`src/rtl/mrd_pkg.sv`:
```
package mrd_pkg;
  typedef enum logic [1:0] {
    TGT_MODE = 2'b00,
    TGT_EXT  = 2'b01,
    TGT_RSV2 = 2'b10,
    TGT_RSV3 = 2'b11
  } reg_tgt_e;

  typedef struct packed {
    logic [3:0] burst_len;
    logic       interleave;
    logic [3:0] cas_half;
    logic       dll_rst;
    logic       field_bad;
  } mode_fields_t;
endpackage

```
`src/rtl/mrd_cmd_decode.sv`:
```
module mrd_cmd_decode (
  input  logic cs_ni,
  input  logic ras_ni,
  input  logic cas_ni,
  input  logic we_ni,
  output logic is_load_o,
  output logic is_nop_o
);
  assign is_load_o = ~cs_ni & ~ras_ni & ~cas_ni & ~we_ni;
  assign is_nop_o  = cs_ni | (ras_ni & cas_ni & we_ni);
endmodule

```
`src/rtl/mrd_field_decode.sv`:
```
module mrd_field_decode
  import mrd_pkg::*;
#(
  parameter int ADDR_W = 13
) (
  input  logic [ADDR_W-1:0] addr_i,
  output mode_fields_t      fields_o
);
  localparam int RSV_LO = 9;

  logic bl_bad, cl_bad, rsv_bad;

  always_comb begin
    fields_o.burst_len = 4'd0;
    bl_bad = 1'b0;
    unique case (addr_i[2:0])
      3'b001:  fields_o.burst_len = 4'd2;
      3'b010:  fields_o.burst_len = 4'd4;
      3'b011:  fields_o.burst_len = 4'd8;
      default: bl_bad = 1'b1;
    endcase
  end

  always_comb begin
    fields_o.cas_half = 4'd0;
    cl_bad = 1'b0;
    unique case (addr_i[6:4])
      3'b010:  fields_o.cas_half = 4'd4;
      3'b011:  fields_o.cas_half = 4'd6;
      3'b110:  fields_o.cas_half = 4'd5;   // 2.5 cycles
      default: cl_bad = 1'b1;
    endcase
  end

  // test-mode bit and upper reserved bits must be clear
  assign rsv_bad = addr_i[7] | (|addr_i[ADDR_W-1:RSV_LO]);

  assign fields_o.interleave = addr_i[3];
  assign fields_o.dll_rst    = addr_i[8];
  assign fields_o.field_bad  = bl_bad | cl_bad | rsv_bad;
endmodule

```
`src/rtl/mrd_busy_timer.sv`:
```
module mrd_busy_timer #(
  parameter int BUSY_CYCLES = 2
) (
  input  logic clk_i,
  input  logic rst_ni,
  input  logic start_i,
  output logic busy_o
);
  localparam int CNT_W = $clog2(BUSY_CYCLES + 1);
  localparam logic [CNT_W-1:0] RELOAD = CNT_W'(BUSY_CYCLES - 1);

  logic [CNT_W-1:0] cnt_q;

  always_ff @(posedge clk_i or negedge rst_ni) begin
    if (!rst_ni)               cnt_q <= '0;
    else if (start_i)          cnt_q <= RELOAD;
    else if (cnt_q != '0)      cnt_q <= cnt_q - 1'b1;
  end

  assign busy_o = (cnt_q != '0);
endmodule

```
`src/rtl/mode_reg_decoder.sv`:
```
module mode_reg_decoder
  import mrd_pkg::*;
#(
  parameter int NUM_BANKS   = 4,
  parameter int ADDR_W      = 13,
  parameter int BUSY_CYCLES = 2
) (
  input  logic              clk_i,
  input  logic              rst_ni,
  input  logic              cke_i,
  input  logic              cs_ni,
  input  logic              ras_ni,
  input  logic              cas_ni,
  input  logic              we_ni,
  input  logic [1:0]        ba_i,
  input  logic [ADDR_W-1:0] addr_i,
  input  logic [NUM_BANKS-1:0] bank_idle_i,
  output logic [3:0]        burst_len_o,
  output logic              burst_interleave_o,
  output logic [3:0]        cas_lat_half_o,
  output logic              dll_reset_o,
  output logic              configured_o,
  output logic [ADDR_W-1:0] ext_mode_o,
  output logic              err_o
);
  logic         is_load, is_nop, busy;
  logic         cke_q, ext_seen_q;
  logic         pre_ok, flag, acc_mode, acc_ext, wr_accept;
  mode_fields_t fields;
  reg_tgt_e     tgt;

  mrd_cmd_decode u_cmd (
    .cs_ni     (cs_ni),
    .ras_ni    (ras_ni),
    .cas_ni    (cas_ni),
    .we_ni     (we_ni),
    .is_load_o (is_load),
    .is_nop_o  (is_nop)
  );

  mrd_field_decode #(.ADDR_W(ADDR_W)) u_fields (
    .addr_i   (addr_i),
    .fields_o (fields)
  );

  mrd_busy_timer #(.BUSY_CYCLES(BUSY_CYCLES)) u_busy (
    .clk_i   (clk_i),
    .rst_ni  (rst_ni),
    .start_i (wr_accept),
    .busy_o  (busy)
  );

  assign tgt    = reg_tgt_e'(ba_i);
  assign pre_ok = cke_i & cke_q & (&bank_idle_i);

  always_comb begin
    flag     = 1'b0;
    acc_mode = 1'b0;
    acc_ext  = 1'b0;
    if (busy && !is_nop) begin
      flag = 1'b1;
    end else if (is_load) begin
      if (!pre_ok) begin
        flag = 1'b1;
      end else begin
        unique case (tgt)
          TGT_EXT:  acc_ext = 1'b1;
          TGT_MODE: begin
            if (!ext_seen_q || fields.field_bad) flag = 1'b1;
            else                                 acc_mode = 1'b1;
          end
          default:  flag = 1'b1;
        endcase
      end
    end
  end

  assign wr_accept = acc_mode | acc_ext;

  always_ff @(posedge clk_i or negedge rst_ni) begin
    if (!rst_ni) begin
      cke_q              <= 1'b0;
      ext_seen_q         <= 1'b0;
      ext_mode_o         <= '0;
      burst_len_o        <= '0;
      burst_interleave_o <= 1'b0;
      cas_lat_half_o     <= '0;
      configured_o       <= 1'b0;
      dll_reset_o        <= 1'b0;
      err_o              <= 1'b0;
    end else begin
      cke_q       <= cke_i;
      err_o       <= flag;
      dll_reset_o <= acc_mode & fields.dll_rst;
      if (acc_ext) begin
        ext_seen_q <= 1'b1;
        ext_mode_o <= addr_i;
      end
      if (acc_mode) begin
        burst_len_o        <= fields.burst_len;
        burst_interleave_o <= fields.interleave;
        cas_lat_half_o     <= fields.cas_half;
        configured_o       <= 1'b1;
      end
    end
  end
endmodule

```
`config.mk`:
```
export PLATFORM = sky130hd
export DESIGN_NAME = mode_reg_decoder
export DESIGN_NICKNAME = d
export VERILOG_FILES = /design/src/rtl/mrd_pkg.sv /design/src/rtl/mrd_cmd_decode.sv /design/src/rtl/mrd_field_decode.sv /design/src/rtl/mrd_busy_timer.sv /design/src/rtl/mode_reg_decoder.sv
export SDC_FILE = /design/constraint.sdc
export NUM_CORES = 1
export LEC_CHECK = 0
export BUFFER_PORTS_ARGS = -buffer_cell sky130_fd_sc_hd__clkbuf_2
export CORE_ASPECT_RATIO = 1.5
export CORE_MARGIN = 8
export CORE_UTILIZATION = 42
export DETAILED_ROUTE_END_ITERATION = 6
export PLACE_DENSITY_LB_ADDON = 0.1
export SYNTH_ARGS = -nofsm -noshare
export SYNTH_HDL_FRONTEND = slang
export SYNTH_SLANG_ARGS = --single-unit
```
`constraint.sdc`:
```
create_clock -name clk_i -period 1.9 [get_ports clk_i]
set_input_delay 0.095 -clock clk_i [delete_from_list [all_inputs] [get_ports clk_i]]
set_output_delay 0.095 -clock clk_i [all_outputs]
set_load 0.01 [all_outputs]
```
# ---- Yosys cells after proc, flatten, opt, wreduce, memory -nomap -nowiden
# Index checks and enable logic that the tools add are counted.
dict set report word_totals {
  regBits 29
  inputBits 26
  out_inout_bits 25
}
dict set report op_classes {
  addsub 1
  n_eq_ne 7
  n_mux 20
  n_bitwise 17
  reduce_logical 11
}
# operator count
set ops {}
lappend ops {{$mux W1} 15}
lappend ops {{$eq A3 B2 Y1 const B} 4}
lappend ops {{$pmux W4 S3} 1}
lappend ops {{$pmux W3 S3} 1}
lappend ops {{$and A1 B1 Y1} 8}
lappend ops {{$reduce_or A3 Y1} 2}
lappend ops {{$or A1 B1 Y1} 5}
lappend ops {{$mux W2} 2}
lappend ops {{$not A1 Y1} 4}
lappend ops {{$reduce_and A4 Y1} 1}
lappend ops {{$reduce_bool A2 Y1} 2}
lappend ops {{$reduce_or A4 Y1} 1}
lappend ops {{$eq A3 B1 Y1 const B} 1}
lappend ops {{$eq A3 B3 Y1 const B} 1}
lappend ops {{$eq A2 B1 Y1 const B} 1}
lappend ops {{$logic_not A1 Y1} 2}
lappend ops {{$logic_not A2 Y1} 1}
lappend ops {{$pmux W1 S2} 1}
lappend ops {{$sub A2 B1 Y2 const B} 1}
lappend ops {{$logic_and A1 B1 Y1} 1}
lappend ops {{$logic_or A1 B1 Y1} 1}

# ---- Longest topological paths before layout
# Gate-level depths: netlist of the first run.
dict set report logic_depth {
  word_depth 13
  ltp_mapped 8
  depth_no_buf 6
}

# ---- Cells and area by module
# A second synthesis of the first run with hierarchy kept.
dict set report unflattened {
  cells_unflattened 95
  area_unflattened_um2 1327.5
}
# module instances cells_per_inst area_each_um2 seq_area_each_um2
set modules_own_cells {}
lappend modules_own_cells {mode_reg_decoder 1 68 1088.5 675.6}
lappend modules_own_cells {mrd_field_decode 1 15 110.1 0.0}
lappend modules_own_cells {mrd_busy_timer 1 10 107.6 50.0}
lappend modules_own_cells {mrd_cmd_decode 1 2 21.3 0.0}

# ---- Worst setup path before layout of the first run
# Ideal clock, no wire load.
dict set report synth_path {
  path_type {flip-flop to flip-flop}
  start {register u_busy.cnt_q[0]}
  end {register ext_mode_o[10]}
  setup_ps 125
  t_arrival_ps 1861
  t_required_ps 1775
  setup_slack_ps -86
  path_stages_with_launch 9
  period_less_slack_ps 1986
  cell_sequence {dfrtp_1 > inv_1 > ha_1 > nand4b_1 > or3_1 > or2_1 > buf_6 > buf_12 > mux2_4}
}
dict set report synth_via {
  elab_chain_len 3
}
# item line_no
set synth_rtl {}
lappend synth_rtl {{start: declaration} mrd_busy_timer.sv:12} ;# logic [CNT_W-1:0] cnt_q;
lappend synth_rtl {{start signal: assignment} mrd_busy_timer.sv:17} ;# else if (cnt_q != '0) cnt_q <= cnt_q - 1'b1;
lappend synth_rtl {{$reduce_bool A2 Y1} mrd_busy_timer.sv:20} ;# assign busy_o = (cnt_q != '0);
lappend synth_rtl {{$logic_and A1 B1 Y1} mode_reg_decoder.sv:60} ;# if (busy && !is_nop) begin
lappend synth_rtl {{$mux W1} mode_reg_decoder.sv:60}
lappend synth_rtl {{end signal: assignment} mode_reg_decoder.sv:97} ;# ext_mode_o <= addr_i;
lappend synth_rtl {{end: declaration} mode_reg_decoder.sv:23} ;# output logic [ADDR_W-1:0] ext_mode_o,
# No other way between the ends.
# A chain may end at the register's enable or synchronous reset.

# ---- Worst setup path in the final report of the first run
dict set report layout_path {
  start {register u_busy.cnt_q[1]}
  end {register burst_len_o[3]}
}
dict set report layout_via {
  elab_chain_len 3
}
# item line_no
set layout_rtl {}
lappend layout_rtl {{$reduce_bool A2 Y1} mrd_busy_timer.sv:20}
lappend layout_rtl {{$logic_and A1 B1 Y1} mode_reg_decoder.sv:60}
lappend layout_rtl {{$mux W1} mode_reg_decoder.sv:60}
lappend layout_rtl {{end signal: assignment} mode_reg_decoder.sv:100} ;# burst_len_o <= fields.burst_len;
lappend layout_rtl {{end: declaration} mode_reg_decoder.sv:18} ;# output logic [3:0] burst_len_o,
# No other way between the ends.

==> results by group, run 1 <==
Cells and area
  • # diodes: 0
  • Layout area overhead: 33.8%
  • Nets: about 180
  • Final Non-Filler Cells: between 150 and 200
  • Fill cells: around 270
  • Final core utilization: between 50% and 60%
  • Share of post-route cells with drive strength above 1: between 50% and 60%

STA
  • Period utilization: 99.3%
  • Slew @ Worst Pin: between 0.6 and 0.7 ns
  • Pins Over Slew Limit: 0
  • Worst setup margin: approximately 0.014 ns
  • Rel. slew slack: 55.6%
  • Tmin final: ~1.9 ns
  • Final hold vios: 0
  • Endpoints failing setup: 0
  • Unrepaired setup endpoints after global routing: true
  • Worst clock skew: around 0.0033 ns
  • WHS: around 0.048 ns
  • F_max: about 530 MHz

Clock network
  • CTS clk-pin slew, worst paths: roughly 0.09 ns
  • CTS tree: yes
  • CTS H-tree depth: 1
  • Worst-skew pair later-pin latency: ~0.27 ns
  • CTS Root Buffer Type: clkbuf_8
  • CTS max path bufs: 2
  • Number of clock buffers inserted by TritonCTS: 3
  • Clock sinks: 27

Placed design
  • Port-buffer cells: 48
  • Dpl hpwl: between 2000 and 2500 um
  • GP Congestion: 0.687
  • Pre-CTS WS: -0.113 ns
  • Placed Cells: around 180

Run status
  • Status: complete, no violations

Yosys
  • Synthesized instance count: 90
  • Cell Area, Synth: 1230 um^2
  • Seq/Total Area, Yosys: a little over half
  • Yosys reg bits: 27
  • Mean Syn Cell Area: 13.7 um^2
  • Yosys warning count: 0
  • Share of the synthesized area in the top cell type: a little over half
  • Largest area contributor in the netlist: dfrtp_1
  • Synth area leaders: dfrtp_1 (55%), mux2_4 (16%), mux2_2 (5.5%)
  • Netlist cell types: 31

Pwr
  • Cell area power density: between 700 and 800 nW/um^2
  • Worst VDD drop: 0.319 mV
  • Leakage power: 0.000938 uW
  • Final Power: between 1000 and 1500 uW

GRT
  • Vias in the first global route: approximately 1000
  • First-pass GRT wire length: approximately 4400 um
  • Overflow after GRT: 0
  • Initial antenna violation count: 0
  • Pin count of the biggest net entering global routing: 28
  • GRT Util Overall: about an eighth

Worst setup path
  • Crit start category: register
  • Worst endpoint data arrival time: ~2.1 ns
  • CP max-delay cell: or3_4
  • Crit end category: register
  • CP Class: reg -> reg
  • Top fanout value on the critical path: 10
  • Worst stage delay on the critical path: around 0.43 ns
  • Crit path cell chain: inv_2 -> ha_4 -> nand4b_1 -> or3_1 -> or3_4 -> mux2_4
  • Required @ worst endpoint: 2.06 ns

Die
  • Top Ports: 51
  • Die height: roughly 80 um
  • CORE AREA: between 2000 and 3000 um^2
  • Total Die Area: 4960 um^2
  • Die extent in x: 60.3 um
  • Initial core utilization: 43.2%
  • Rows: 24

Detailed routing
  • Drt via density: roughly 4.7
  • Starting DRT DRC Count: 12
  • Via count: roughly 870
  • Drt pass-1 iters: 4
  • DR DRC count: 0
  • Final WL: just under 3000 um
  • Average wire per standard cell: 15.7 um
  • Final ANT Viol Nets: 0

Min path
  • Hold Crit Class: in -> reg

Job
  • Max Cap Viol: 0
## power by group
part           switching, uW  leakage, uW  internal [uW]
clock network            172    0.0000228            150
logic                    126     0.000547            147
registers               17.2     0.000369            606
total                    315     0.000938            904
## metal layers
layer	vias to the layer above	part of all wire [%]	wire length [um]	track usage, %
met1	410	39	1150	12.9
met4	0	1.5	44	5.76
met3	5	5.7	166	2.17
met5	-	0	0	0
li1	427	-	-	-
met2	30	54	1570	21.2
## critical path, delay by kind of cell (launching register included)
family | cells | cell delay (ns)
and+or+nand+nor | 3 | 0.87
muxes | 1 | 0.32
buffers and inverters | 1 | 0.07
DFF | 1 | 0.40
adders and majority gates | 1 | 0.13
## timing repair
action                                  4_1_cts  5_1_grt
endpoints found under the setup margin        6       19
gates resized for setup                       1        3
setup buffers                                 1        1
cloned                                        0        1
endpoints found under the hold margin        29        0
hold buffers                                  3        0
## placed cells by master (no fill, tap or decap), drive strengths merged, types with 2 or more instances in the layout
cell | synthesis | routed
conb | 1 | 2
o21ai | 2 | 2
nor3b | 2 | 2
buf | 5 | 6
clkbuf | 0 | 53
mux2 | 19 | 19
a21oi | 3 | 3
or2 | 2 | 2
nor2 | 2 | 2
inv | 4 | 4
or3 | 2 | 2
nand2 | 4 | 4
nand2b | 2 | 2
dlygate4sd3 | 0 | 3
dfrtp | 27 | 27
nor4 | 2 | 2
## logic make-up (layout without fill, tap and decap cells)
group | after synthesis | in the layout | share of synthesized area (%)
compound gates | 6 | 6 | 2.74
xor+xnor | 1 | 1 | 0.710
fa+ha+maj | 1 | 1 | 1.01
buf+inv | 9 | 66 | 5.88
flops | 27 | 27 | 54.8
mux | 19 | 19 | 21.3
other cells | 1 | 2 | 0.304
simple gates | 26 | 26 | 13.3
## final cells by class
class | instances | area (um^2) | area share [%]
Inverter | 4 | 15.0 | 0.910
Sequential cell | 27 | 676 | 40.9
Multi-Input combinational cell | 55 | 509 | 30.9
Timing Repair Buffer | 58 | 357 | 21.6
Tap cell | 39 | 48.8 | 2.96
Clock buffer | 4 | 45.0 | 2.73
## stage by stage
| step | area [um^2] | setup TNS [ns] |
|---|---|---|
| floorplan | 1250 | 0 |
| global placement | 1530 | -0.608 |
| detailed placement | 1530 | -1.14 |
| CTS | 1620 | -0.0813 |
| global route | 1650 | -0.581 |
| finish | 1650 | 0 |
## synth_stat cells
master,instances
nor4bb_1,1
or3_1,2
nor3_1,1
buf_4,2
or4_4,1
and2_1,1
or2_2,1
nor3b_1,2
nor4_1,2
nand4_1,1
xor2_1,1
a21oi_1,3
nand3_1,1
o2111ai_1,1
nand4b_1,1
and3b_1,1
nor2_1,2
conb_1,1
dfrtp_1,27
o21ai_0,2
buf_6,2
mux2_2,6
inv_1,4
nand2_1,4
or2_1,1
and3_2,1
ha_1,1
buf_12,1
or2b_1,1
nand2b_1,2
mux2_4,13
## sequential cells by signal, indices dropped and copies added (netlist names)
signal and count:
cke_q 1, u_busy.cnt_q 2, configured_o 1, dll_reset_o 1, err_o 1, cas_lat_half_o 3, ext_seen_q 1, burst_len_o 3
ext_mode_o 13, burst_interleave_o 1
## path summary, 6_finish.rpt
kind | cells after the start | from | to | slack (ns)
worst min-delay path | 2 | addr_i[8] | dll_reset_o$_DFF_PN0_ | 0.05
min in group asynchronous | 2 | rst_ni | ext_mode_o[6]$_DFFE_PN0P_ | 0.39
worst min register to register | 1 | configured_o$_DFFE_PN0P_ | configured_o$_DFFE_PN0P_ | 0.48
worst max-delay path | 6 | u_busy.cnt_q[1]$_DFFE_PN0P_ | burst_len_o[3]$_DFFE_PN0P_ | 0.01
worst max register to register | 6 | u_busy.cnt_q[1]$_DFFE_PN0P_ | burst_len_o[3]$_DFFE_PN0P_ | 0.01
max in group asynchronous | 2 | rst_ni | u_busy.cnt_q[1]$_DFFE_PN0P_ | 1.09
Note: power is estimated with default switching activity, not from simulation.
==> inputs of run 2 (changes only) <==
--- a/config.mk
+++ b/config.mk
@@ -10,6 +10,7 @@
 export CORE_MARGIN = 8
 export CORE_UTILIZATION = 42
 export DETAILED_ROUTE_END_ITERATION = 6
+export MAX_ROUTING_LAYER = met4
 export PLACE_DENSITY_LB_ADDON = 0.1
 export SYNTH_ARGS = -nofsm -noshare
 export SYNTH_HDL_FRONTEND = slang
==> results by group, run 2 (same netlist as run 1, synthesis figures left out) <==
STA
  • Tmin final: 1.89 ns (about the same)
  • Pins Over Slew Limit: 0 (unchanged)
  • Worst clock skew: 0.00342 ns (was 0.00332 ns)
  • Endpoints failing setup: 0 (unchanged)
  • WHS: 0.0483 ns (was 0.0484 ns)
  • Period utilization: 99.3% (about the same)
  • Slew @ Worst Pin: 0.666 ns (was 0.665 ns)
  • Unrepaired setup endpoints after global routing: true (unchanged)
  • F_max: 530 MHz (about the same)
  • Final hold vios: 0 (unchanged)
  • Worst setup margin: 0.0132 ns (was 0.0138 ns)
  • Rel. slew slack: 55.6% (about the same)

Placed design
  • Port-buffer cells: 48 (unchanged)
  • GP Congestion: 0.694 (was 0.687)
  • Placed cell areas: 1530 um^2 (unchanged)
  • Dpl hpwl: 2300 um (unchanged)
  • Pre-CTS WS: -0.113 ns (unchanged)

Detailed routing
  • DR DRC count: 0 (unchanged)
  • Final WL: 2940 um (about the same)
  • Average wire per standard cell: 15.7 um (about the same)
  • Drt via density: 4.65 (was 4.66)
  • Via count: 869 (was 872)
  • Drt pass-1 iters: 4 (unchanged)
  • Final ANT Viol Nets: 0 (unchanged)
  • Starting DRT DRC Count: 12 (unchanged)

Worst setup path
  • Critical path's top delay family: simple AND/OR/NAND/NOR gates (unchanged)
  • Top fanout value on the critical path: 10 (unchanged)
  • Worst stage delay on the critical path: 0.43 ns (about the same)
  • Crit path cell chain: inv_2 -> ha_4 -> nand4b_1 -> or3_1 -> or3_4 -> mux2_4 (unchanged)
  • Crit path buf inv count: 1 (unchanged)
  • Crit end category: register (unchanged)
  • CP Class: reg -> reg (unchanged)
  • CP max-delay cell: or3_4 (unchanged)
  • Worst endpoint data arrival time: 2.05 ns (about the same)
  • Crit start category: register (unchanged)
  • Required @ worst endpoint: 2.06 ns (about the same)

Cells and area
  • Largest regs: ext_mode_o: 13 flops, burst_len_o: 3 flops, cas_lat_half_o: 3 flops (unchanged)
  • Share of post-route cells with drive strength above 1: 57.4% (unchanged)
  • Layout area overhead: 33.8% (unchanged)
  • Top reg by flops: ext_mode_o (unchanged)
  • Max reg flops: 13 (unchanged)
  • Commonest non-fill, non-tap cell in the layout: clkbuf_2 (unchanged)
  • Nets: 176 (unchanged)
  • # diodes: 0 (unchanged)
  • Most frequent cells in the layout: clkbuf_2 (48), dfrtp_1 (27), mux2_4 (13) (unchanged)
  • Final instance area: 1650 um^2 (unchanged)

Pwr
  • Final Power: 1220 uW (about the same)
  • Leakage power: 0.000938 uW (unchanged)
  • Worst VDD drop: 0.320 mV (was 0.319 mV)
  • Cell area power density: 739 nW/um^2 (about the same)

Clock network
  • Number of clock buffers inserted by TritonCTS: 3 (unchanged)
  • Clock sinks: 27 (unchanged)
  • Worst-skew pair later-pin latency: 0.27 ns (about the same)
  • CTS Root Buffer Type: clkbuf_8 (unchanged)
  • CTS clk-pin slew, worst paths: 0.09 ns (about the same)
  • CTS H-tree depth: 1 (unchanged)
  • CTS max path bufs: 2 (unchanged)
  • CTS tree: yes (unchanged)

Job
  • Max Cap Viol: 0 (unchanged)

Min path
  • Hold Crit Class: in -> reg (unchanged)

GRT
  • Vias in the first global route: 979 (was 978)
  • Initial antenna violation count: 0 (unchanged)
  • First-pass GRT wire length: 4440 um (about the same)
  • Pin count of the biggest net entering global routing: 28 (unchanged)
  • GRT Util Overall: 12.2% (was 11.9%)
  • Overflow after GRT: 0 (unchanged)

Die
  • Die extent in x: 60.3 um (unchanged)
  • Initial core utilization: 43.2% (unchanged)
  • Total Die Area: 4960 um^2 (unchanged)
  • CORE AREA: 2850 um^2 (unchanged)
  • Die height: 82.4 um (unchanged)
  • Top Ports: 51 (unchanged)
  • Rows: 24 (unchanged)

Run status
  • Status: complete, no violations (unchanged)
## run 2: worst register-to-register path: stages, from the launching register on
cell,delay (ns)
dfrtp_1,0.40
inv_2,0.07
ha_4,0.13
nand4b_1,0.10
or3_1,0.34
or3_4,0.43
mux2_4,0.32
## run 2: per-stage QoR
step                      util, %  setup TNS [ns]  std cells
final                        57.9               0        187
after global placement       53.7          -0.608        178
after detailed placement     53.7           -1.14        178
after floorplan                 -               0         91
after global routing         57.9          -0.581        187
after CTS                    56.7         -0.0813        186
## run 2: per-layer routing
metal	vias to the layer above	wire length, um	GRT usage (%)
li1	428	-	-
met1	408	1170	13.0
met2	29	1580	21.2
met3	4	163	2.02
met4	0	31	5.76
met5	-	0	-
## run 2: what timing repair did
action,4_1_cts,5_1_grt
setup endpoints to repair,6,19
gates cloned,0,1
buffers inserted,1,1
hold buffers,3,0
resized for setup,1,3
hold endpoints to repair,29,0
## run 2: cell type report
cell class,instances,area (um^2)
inverter,4,15.0
clock buffer,4,45.0
multi-input combinational,55,509
tap,39,48.8
timing repair buffer,58,357
sequential,27,676
fill,273,1200
## run 2: report_power, final
group	total (uW)	switching, uW	internal (uW)
combinational	273	126	147
clock	323	172	150
sequential	624	17.3	606
total	1220	316	904
## run 2: final timing paths
| path | start | to | slack, ns | depth (start not counted) |
|---|---|---|---|---|
| worst min-delay path | addr_i[8] | dll_reset_o$_DFF_PN0_ | 0.05 | 2 |
| worst max register to register | u_busy.cnt_q[1]$_DFFE_PN0P_ | burst_len_o[3]$_DFFE_PN0P_ | 0.01 | 6 |
| worst min register to register | configured_o$_DFFE_PN0P_ | configured_o$_DFFE_PN0P_ | 0.48 | 1 |
| max in group asynchronous | rst_ni | burst_len_o[2]$_DFFE_PN0P_ | 1.09 | 2 |
| min in group asynchronous | rst_ni | ext_mode_o[6]$_DFFE_PN0P_ | 0.39 | 2 |
| worst max-delay path | u_busy.cnt_q[1]$_DFFE_PN0P_ | burst_len_o[3]$_DFFE_PN0P_ | 0.01 | 6 |
